**src/rtl/rrwb_pkg.sv**
```systemverilog
package rrwb_pkg;

  // Advance a channel index by one, wrapping at n.
  function automatic int unsigned wrap_inc(input int unsigned v, input int unsigned n);
    return (v + 1 >= n) ? 0 : v + 1;
  endfunction

  // Channel reached after stepping off places from base in circular order.
  function automatic int unsigned circ_idx(input int unsigned base, input int unsigned off,
                                           input int unsigned n);
    return (base + off) % n;
  endfunction

endpackage

```
**src/rtl/rrwb_chan_buf.sv**
```systemverilog
module rrwb_chan_buf #(
  parameter int TAG_W = 6,
  parameter int DEPTH = 4
) (
  input  logic             clk,
  input  logic             rst_n,
  input  logic             in_valid,
  input  logic [TAG_W-1:0] in_tag,
  input  logic             pop,
  output logic [TAG_W-1:0] head_tag,
  output logic             empty,
  output logic             full
);
  localparam int AW = (DEPTH > 1) ? $clog2(DEPTH) : 1;
  localparam int CW = $clog2(DEPTH + 1);

  logic [TAG_W-1:0] mem [DEPTH];
  logic [AW-1:0]    wr_ptr, rd_ptr;
  logic [CW-1:0]    count;
  logic             push;

  assign empty    = (count == '0);
  assign full     = (count == CW'(DEPTH));
  assign push     = in_valid && !full;
  assign head_tag = mem[rd_ptr];

  function automatic logic [AW-1:0] ptr_step(input logic [AW-1:0] p);
    return (p == AW'(DEPTH - 1)) ? '0 : p + 1'b1;
  endfunction

  always_ff @(posedge clk) begin
    if (push) mem[wr_ptr] <= in_tag;
  end

  always_ff @(posedge clk or negedge rst_n) begin
    if (!rst_n) begin
      wr_ptr <= '0;
      rd_ptr <= '0;
      count  <= '0;
    end else begin
      if (push) wr_ptr <= ptr_step(wr_ptr);
      if (pop)  rd_ptr <= ptr_step(rd_ptr);
      case ({push, pop})
        2'b10:   count <= count + 1'b1;
        2'b01:   count <= count - 1'b1;
        default: count <= count;
      endcase
    end
  end

  // occupancy never exceeds the buffer depth
  a_r7_no_overflow: assert property (@(posedge clk) disable iff (!rst_n)
    count <= CW'(DEPTH));
  // the scan only removes from a buffer that holds something
  a_r3_pop_nonempty: assert property (@(posedge clk) disable iff (!rst_n)
    pop |-> !empty);
  // a refused completion while nothing drains leaves the buffer full
  a_r7_full_holds: assert property (@(posedge clk) disable iff (!rst_n)
    (full && !pop) |=> full);

endmodule

```
**src/rtl/rrwb_scan.sv**
```systemverilog
module rrwb_scan
  import rrwb_pkg::*;
#(
  parameter int NUM_CH  = 4,
  parameter int NUM_BUS = 2,
  parameter int PW      = 2
) (
  input  logic [PW-1:0]                ptr,
  input  logic [NUM_CH-1:0]            ready,
  output logic [NUM_CH-1:0]            pop,
  output logic [NUM_BUS-1:0]           slot_valid,
  output logic [NUM_BUS-1:0][PW-1:0]   slot_ch,
  output logic [PW-1:0]                ptr_next
);

  always_comb begin
    int unsigned used;
    int unsigned idx;
    pop        = '0;
    slot_valid = '0;
    slot_ch    = '0;
    ptr_next   = ptr;
    used       = 0;
    for (int i = 0; i < NUM_CH; i++) begin
      idx = circ_idx(int'(ptr), i, NUM_CH);
      if (ready[idx] && used < NUM_BUS) begin
        pop[idx] = 1'b1;
        for (int j = 0; j < NUM_BUS; j++) begin
          if (j == int'(used)) begin
            slot_valid[j] = 1'b1;
            slot_ch[j]    = PW'(idx);
          end
        end
        used = used + 1;
        if (used == NUM_BUS) ptr_next = PW'(wrap_inc(idx, NUM_CH));
      end
    end
  end

endmodule

```
**src/rtl/rrwb_arbiter.sv**
```systemverilog
module rrwb_arbiter #(
  parameter int NUM_CH  = 4,
  parameter int NUM_BUS = 2,
  parameter int DEPTH   = 4,
  parameter int TAG_W   = 6
) (
  input  logic                      clk,
  input  logic                      rst_n,
  input  logic [NUM_CH-1:0]         cmp_valid,
  input  logic [NUM_CH*TAG_W-1:0]   cmp_tag,
  output logic [NUM_CH-1:0]         cmp_stall,
  output logic [NUM_BUS-1:0]        wb_valid,
  output logic [NUM_BUS*TAG_W-1:0]  wb_tag
);
  localparam int PW = (NUM_CH > 1) ? $clog2(NUM_CH) : 1;

  logic [TAG_W-1:0]            head [NUM_CH];
  logic [NUM_CH-1:0]           empty, full, ready, pop;
  logic [PW-1:0]               ptr, ptr_next;
  logic [NUM_BUS-1:0]          slot_valid;
  logic [NUM_BUS-1:0][PW-1:0]  slot_ch;

  // Named internal events for the checks below.
  logic grant_any;
  int   n_ready;
  assign grant_any = |slot_valid;
  assign n_ready   = $countones(ready);

  for (genvar c = 0; c < NUM_CH; c++) begin : g_buf
    rrwb_chan_buf #(.TAG_W(TAG_W), .DEPTH(DEPTH)) u_buf (
      .clk      (clk),
      .rst_n    (rst_n),
      .in_valid (cmp_valid[c]),
      .in_tag   (cmp_tag[c*TAG_W +: TAG_W]),
      .pop      (pop[c]),
      .head_tag (head[c]),
      .empty    (empty[c]),
      .full     (full[c])
    );
  end

  assign ready     = ~empty;
  assign cmp_stall = cmp_valid & full;

  rrwb_scan #(.NUM_CH(NUM_CH), .NUM_BUS(NUM_BUS), .PW(PW)) u_scan (
    .ptr        (ptr),
    .ready      (ready),
    .pop        (pop),
    .slot_valid (slot_valid),
    .slot_ch    (slot_ch),
    .ptr_next   (ptr_next)
  );

  always_ff @(posedge clk or negedge rst_n) begin
    if (!rst_n) ptr <= '0;
    else        ptr <= ptr_next;
  end

  assign wb_valid = slot_valid;
  always_comb begin
    for (int j = 0; j < NUM_BUS; j++)
      wb_tag[j*TAG_W +: TAG_W] = slot_valid[j] ? head[slot_ch[j]] : '0;
  end

  // never more grants than buses
  a_r2_bus_limit: assert property (@(posedge clk) disable iff (!rst_n)
    $countones(pop) <= NUM_BUS);
  // every bus is used while enough buffers are waiting
  a_r2_work_conserving: assert property (@(posedge clk) disable iff (!rst_n)
    $countones(wb_valid) == ((n_ready > NUM_BUS) ? NUM_BUS : n_ready));
  // one removal per granted slot, so no buffer is taken twice
  a_r3_one_per_buf: assert property (@(posedge clk) disable iff (!rst_n)
    $countones(pop) == $countones(wb_valid));
  // an idle cycle leaves the scan position alone
  a_r5_ptr_hold: assert property (@(posedge clk) disable iff (!rst_n)
    !grant_any |=> $stable(ptr));
  // valid slots are packed from slot 0
  a_r9_packed: assert property (@(posedge clk) disable iff (!rst_n)
    (wb_valid & (wb_valid + 1'b1)) == '0);

endmodule

```
**config.mk**
```make
export PLATFORM = sky130hd
export DESIGN_NAME = rrwb_arbiter
export DESIGN_NICKNAME = d
export VERILOG_FILES = /design/src/rtl/rrwb_pkg.sv /design/src/rtl/rrwb_chan_buf.sv /design/src/rtl/rrwb_scan.sv /design/src/rtl/rrwb_arbiter.sv
export SDC_FILE = /design/constraint.sdc
export NUM_CORES = 1
export LEC_CHECK = 0
export BUFFER_PORTS_ARGS = -buffer_cell sky130_fd_sc_hd__buf_2
export CAP_MARGIN = 20
export CORE_ASPECT_RATIO = 0.5
export CORE_UTILIZATION = 45
export CTS_CLUSTER_SIZE = 25
export DETAILED_ROUTE_END_ITERATION = 10
export GPL_TIMING_DRIVEN = 0
export PLACE_DENSITY_LB_ADDON = 0.08
export RECOVER_POWER = 25
export SLEW_MARGIN = 20
export SYNTH_ARGS = -nofsm -noshare
export SYNTH_HDL_FRONTEND = slang
export SYNTH_HIERARCHICAL = 1
export SYNTH_SLANG_ARGS = --single-unit
```
**constraint.sdc**
```tcl
create_clock -name clk -period 7.4 [get_ports clk]
set_input_delay 0.37 -clock clk [delete_from_list [all_inputs] [get_ports clk]]
set_output_delay 0.37 -clock clk [all_outputs]
set_load 0.005 [all_outputs]
```
* Yosys cells after proc, flatten, opt, wreduce, memory -nomap -nowiden
Memories as Yosys holds them, arrays and structs flattened. Cells that the tools add are included. Widths: inputs -> output; s select.
Operators by class: multiplexer cells 80, bitwise gates (word level) 7, add/subtract/negate cells 25, order comparisons 16, reduce and logical (&&, ||, !) cells 26, eq/ne operators 26
Operators by type and width (count):
- $eq 32x2->1 const B | 3
- $logic_not 32->1 | 3
- $add 32x1->32 const B | 2
- $eq 2x32->1 const A | 2
- $lt 32x2->1 const B | 2
- $mux 32 | 2
- $mux 2 | 27
- $mux 6 | 6
- $mux 4 | 7
- $bmux 6 s2 | 2
- $eq 2x2->1 const B | 12
- $mux 1 | 24
- $pmux 3 s2 | 4
- $add 2x1->2 const B | 9
- $ge 3x3->1 const B | 5
- $add 3x1->3 const B | 4
- $eq 3x3->1 const B | 4
- $logic_not 3->1 | 4
- $lt 2x3->1 const B | 4
- $or 4x4->4 | 3
- $sub 3x1->3 const B | 4
- $logic_and 1x1->1 | 11
- $add 2x1->3 const B | 3
- $bmux 1 s2 | 4
- other kinds (12) | 29
Word-level totals: bits in registers 30, input bits 30, memories 4, bits in writable memories 96, logic and storage cells 197
Memory list:
- g_buf[0].u_buf.mem | depth 4, bits a word 6, read ports 1, clocked after Yosys merged registers in 0, write ports 1, line rrwb_chan_buf.sv:17 | logic [TAG_W-1:0] mem [DEPTH];
- g_buf[1].u_buf.mem | depth 4, bits a word 6, read ports 1, clocked after Yosys merged registers in 0, write ports 1, line rrwb_chan_buf.sv:17
- g_buf[2].u_buf.mem | depth 4, bits a word 6, read ports 1, clocked after Yosys merged registers in 0, write ports 1, line rrwb_chan_buf.sv:17
- g_buf[3].u_buf.mem | depth 4, bits a word 6, read ports 1, clocked after Yosys merged registers in 0, write ports 1, line rrwb_chan_buf.sv:17

* Logic depth before layout (Yosys ltp)
depth in word-level cells 19, depth in mapped cells 20, depth with buffers taken out 16

* By module
Netlist, hierarchy kept.
Modules (own cells, without submodules):
- rrwb_chan_buf | area an instance 1325.0 um^2, cells an instance 70, times used 4
- rrwb_scan | area an instance 809.5 um^2, cells an instance 108, times used 1
- rrwb_arbiter | area an instance 447.9 um^2, cells an instance 52, times used 1

* Worst setup path after synthesis
OpenSTA, ideal clock, no wires.
path kind register to output, from register ptr[0], to output wb_tag[11], arrival time 4089 ps, data required time 7030 ps, cell stages (with the launch flop) 19, path slack 2941 ps, path through dfrtp_1 > buf_6 > clkbuf_1 > inv_1 > ha_1 > buf_4 > mux4_2 > buf_2 > inv_1 > ha_1 > nand4b_1 > o31ai_1 > a21oi_1 > or2_0 > buf_2 > mux2i_1 > buf_6 > mux2i_1 > o22ai_1
RTL lines:
- start: declaration | line rrwb_arbiter.sv:19 | logic [PW-1:0] ptr, ptr_next;
- start signal: assignment | line rrwb_arbiter.sv:56 | else ptr <= ptr_next;
- end: declaration | line rrwb_arbiter.sv:13 | output logic [NUM_BUS*TAG_W-1:0] wb_tag

==> summary.md <==
| Metric | Value |
|---|---|
| Layout cells sized above 1 | `27.6%` |
| Worst Path Max Fanout | `10` |
| FFs w/ async S/R, synth | `23.8%` |
| Largest area contributor in the netlist | `edfxtp_1` |
| Sink Count | `126` |
| Clock Path Buffers | `2` |
| NumNets Final | `578` |
| Largest net degree at the start of global routing | `31` |
| Synth area leaders | `edfxtp_1 (44%), dfrtp_1 (11%), mux4_2 (9.3%)` |
| Final hold violations | `0` |
| Pins Over Slew Limit | `0` |
| Synthesized area per cell | `14.9 um2` |
| DRT iter0 DRCs | `258` |
| CP Capture Type | `output port` |
| Minimum clock period | `5.89 ns` |
| CP max stage delay | `0.49 ns` |
| Fillers | `1180` |
| CTS tree | `built` |
| GR Overflow Total | `0` |
| Synthesized instance count | `440` |
| Postcts setup bufs | `0` |
| Inserted Clock Buffers | `17` |
| RSZ-0062 raised after global routing | `false` |
| Core area | `13900 um2` |
| Top_reg_cell synth | `edfxtp_1` |
| F_max | `0.170 GHz` |
| RR Endpoint | `g_buf[2].u_buf/count[2]` |
| Antenna Violating Nets Remaining | `0` |
| Placer Congestion | `0.769` |
| Starting Density | `47.2%` |
| Via count | `3724` |
| Worst path cell trace | `buf_6, clkbuf_1, inv_1, ha_1, buf_4, mux4_2, buf_2, inv_1, ha_1, nand4b_1, o31ai_1, a21oi_1, or2_0, buf_2, mux2i_1, buf_6, mux2i_1, o22ai_1, buf_2` |
| Synth Register Bits | `126` |
| Total Wirelength | `12900 um` |
| CP Launch Type | `flop` |
| Synth Cell Area | `6560 um2` |
| Setup TNS Final | `0 ns` |
| Clock Latency Late Sink | `0.42 ns` |
| First-pass GRT wire length | `20300 um` |
| Crit path DAT | `5.52 ns` |
| Slowest CP cell | `dfrtp_1` |
| Die ar. | `15100 um2` |
| CTS resizes | `0` |
| Crit-path most repeated cell | `buf_2` |
| Critical path's top delay family | `buffers and inverters` |
| Layout Cells excl Fill | `711` |
| H-tree levels | `4` |
| # diodes | `0` |
| Worst r2r src | `ptr[0]` |
| Worst Path Required | `7.03 ns` |
| Post-synth net total | `512` |
| # DRC | `0` |
| Vias in the first global route | `3669` |
| Critical path buffers and inverters | `9` |
| Synth top area share | `44.0%` |
| P&R area growth vs syn | `16.4%` |
| Post-synthesis sequential area ratio | `55.4%` |
| Routed length per instance | `18.1 um` |
| I/O pin cnt | `48` |
| Die width | `173 um` |
| Final cycle utilization of the critical path | `79.6%` |
| Synth warn | `6` |
| Reg2reg setup slack | `2.20 ns` |
| I/O Buffers | `47` |
| Worst slew pin tran | `0.786 ns` |
| Die span in y | `87.4 um` |
| Root Driver | `clkbuf_16` |
| # hold bufs at CTS | `0` |
| Rows | `30` |
| Number of antenna violations at the first check in global routing | `0` |
| Max-Cap Viols | `0` |
| Number of synthesized flops with an enable pin | `96` |
| All-layer global routing usage | `18.6%` |
| CP Class | `flop to output port` |
| Clock Skew | `0.00723 ns` |
| Distinct cells, synth | `49` |
| Status | `completed` |
| DP HPWL | `9330 um` |
| Via density | `5.24` |
| Final Setup Violations | `0` |
| Hold WC Path Type | `input port to async pin` |
| Count leader, synth | `edfxtp_1` |
| CTS clk-pin slew, worst paths | `0.06 ns` |
| Cells on worst reg2reg path | `20` |
| Commonest cells post-synth | `edfxtp_1 (96), ha_1 (38), inv_1 (36)` |
| Drt pass-1 iters | `4` |
| Worst slew margin | `47.6%` |
| Dpl cells | `679` |
logic make-up after synthesis:
group,count (synthesis),share of synthesized area (%)
simple gates,89,8.55
buf+inv,52,3.49
xor+xnor,12,1.60
compound gates,40,4.45
mux,79,18.0
fa+ha+maj,42,8.47
flops,126,55.4
cell usage in the layout (no fill, tap or decap), types with 5 or more instances in the layout:
cell and count:
mux4_2 27, buf_2 34, nor2_1 22, clkbuf_1 25, and2_1 5, inv_6 5
mux2_2 11, and2_2 16, nand2_1 17, inv_1 36, ha_1 38, mux2_4 8
dfrtp_1 30, xor2_1 8, nor3_1 6, edfxtp_1 96, mux2i_1 33, o22ai_1 15
clkbuf_16 17
how the worst max path moves through the flow:
stage                     startpoint         end  depth (start not counted)
final                         ptr[0]   wb_tag[7]                         19
after global routing          ptr[0]   wb_tag[5]                         18
after CTS                     ptr[0]   wb_tag[9]                         19
after detailed placement      ptr[0]   wb_tag[9]                         19
after global placement        ptr[0]   wb_tag[4]                         18
after floorplan               ptr[0]  wb_tag[11]                         18
stage by stage:
step           area [um2]  hold slack (ns)  worst slack (ns)  utilization [%]
3_3_place_gp         7030            0.487              2.00             50.6
4_1_cts              7660           0.0530              1.52             55.1
6_report             7630           0.0281              1.51             55.0
3_5_place_dp         7030            0.485              2.00             50.6
5_1_grt              7630           0.0788              1.17             55.0
2_1_floorplan        6560           0.0744              2.94                -
worst reg2reg max path: stages (launching register included):
cell,delay [ns]
dfrtp_1,0.49
buf_6,0.18
clkbuf_1,0.36
inv_1,0.30
ha_1,0.36
buf_4,0.16
mux4_2,0.49
buf_2,0.21
inv_1,0.10
ha_1,0.31
nand2b_1,0.18
a21o_1,0.18
a21oi_2,0.39
nand2_1,0.10
nand2_1,0.21
ha_1,0.25
inv_1,0.07
fa_1,0.37
xor2_1,0.15
nor2_1,0.11
xor2_1,0.15
state kept, by name, summed over array words and instances (netlist names):
name / cells
g_buf.u_buf/mem: 96
g_buf.u_buf/wr_ptr: 8
g_buf.u_buf/count: 12
g_buf.u_buf/rd_ptr: 8
ptr: 2
area by class of cell:
type / instances / area [um2] / area share [%]
Clock buffer: 17 / 425 / 5.57
Buffer: 16 / 93.8 / 1.23
Timing Repair Buffer: 47 / 211 / 2.77
Clock inverter: 15 / 199 / 2.61
Tap cell: 192 / 240 / 3.15
Multi-Input combinational cell: 262 / 2700 / 35.3
Sequential cell: 126 / 3630 / 47.6
Inverter: 36 / 135 / 1.77
routing by layer:
layer	part of all wire (%)	global-route usage, %	vias to the layer above	wire length (um)
met5	0	0	-	0
met4	1.0	5.87	0	134
met3	3.6	4.97	13	468
met2	44	27.7	68	5710
met1	51	26.7	1852	6580
li1	-	-	1791	-
Power is left out: the tool's default activity adds up to more than one toggle a clock period on the data nets, which glitch-free logic cannot reach.
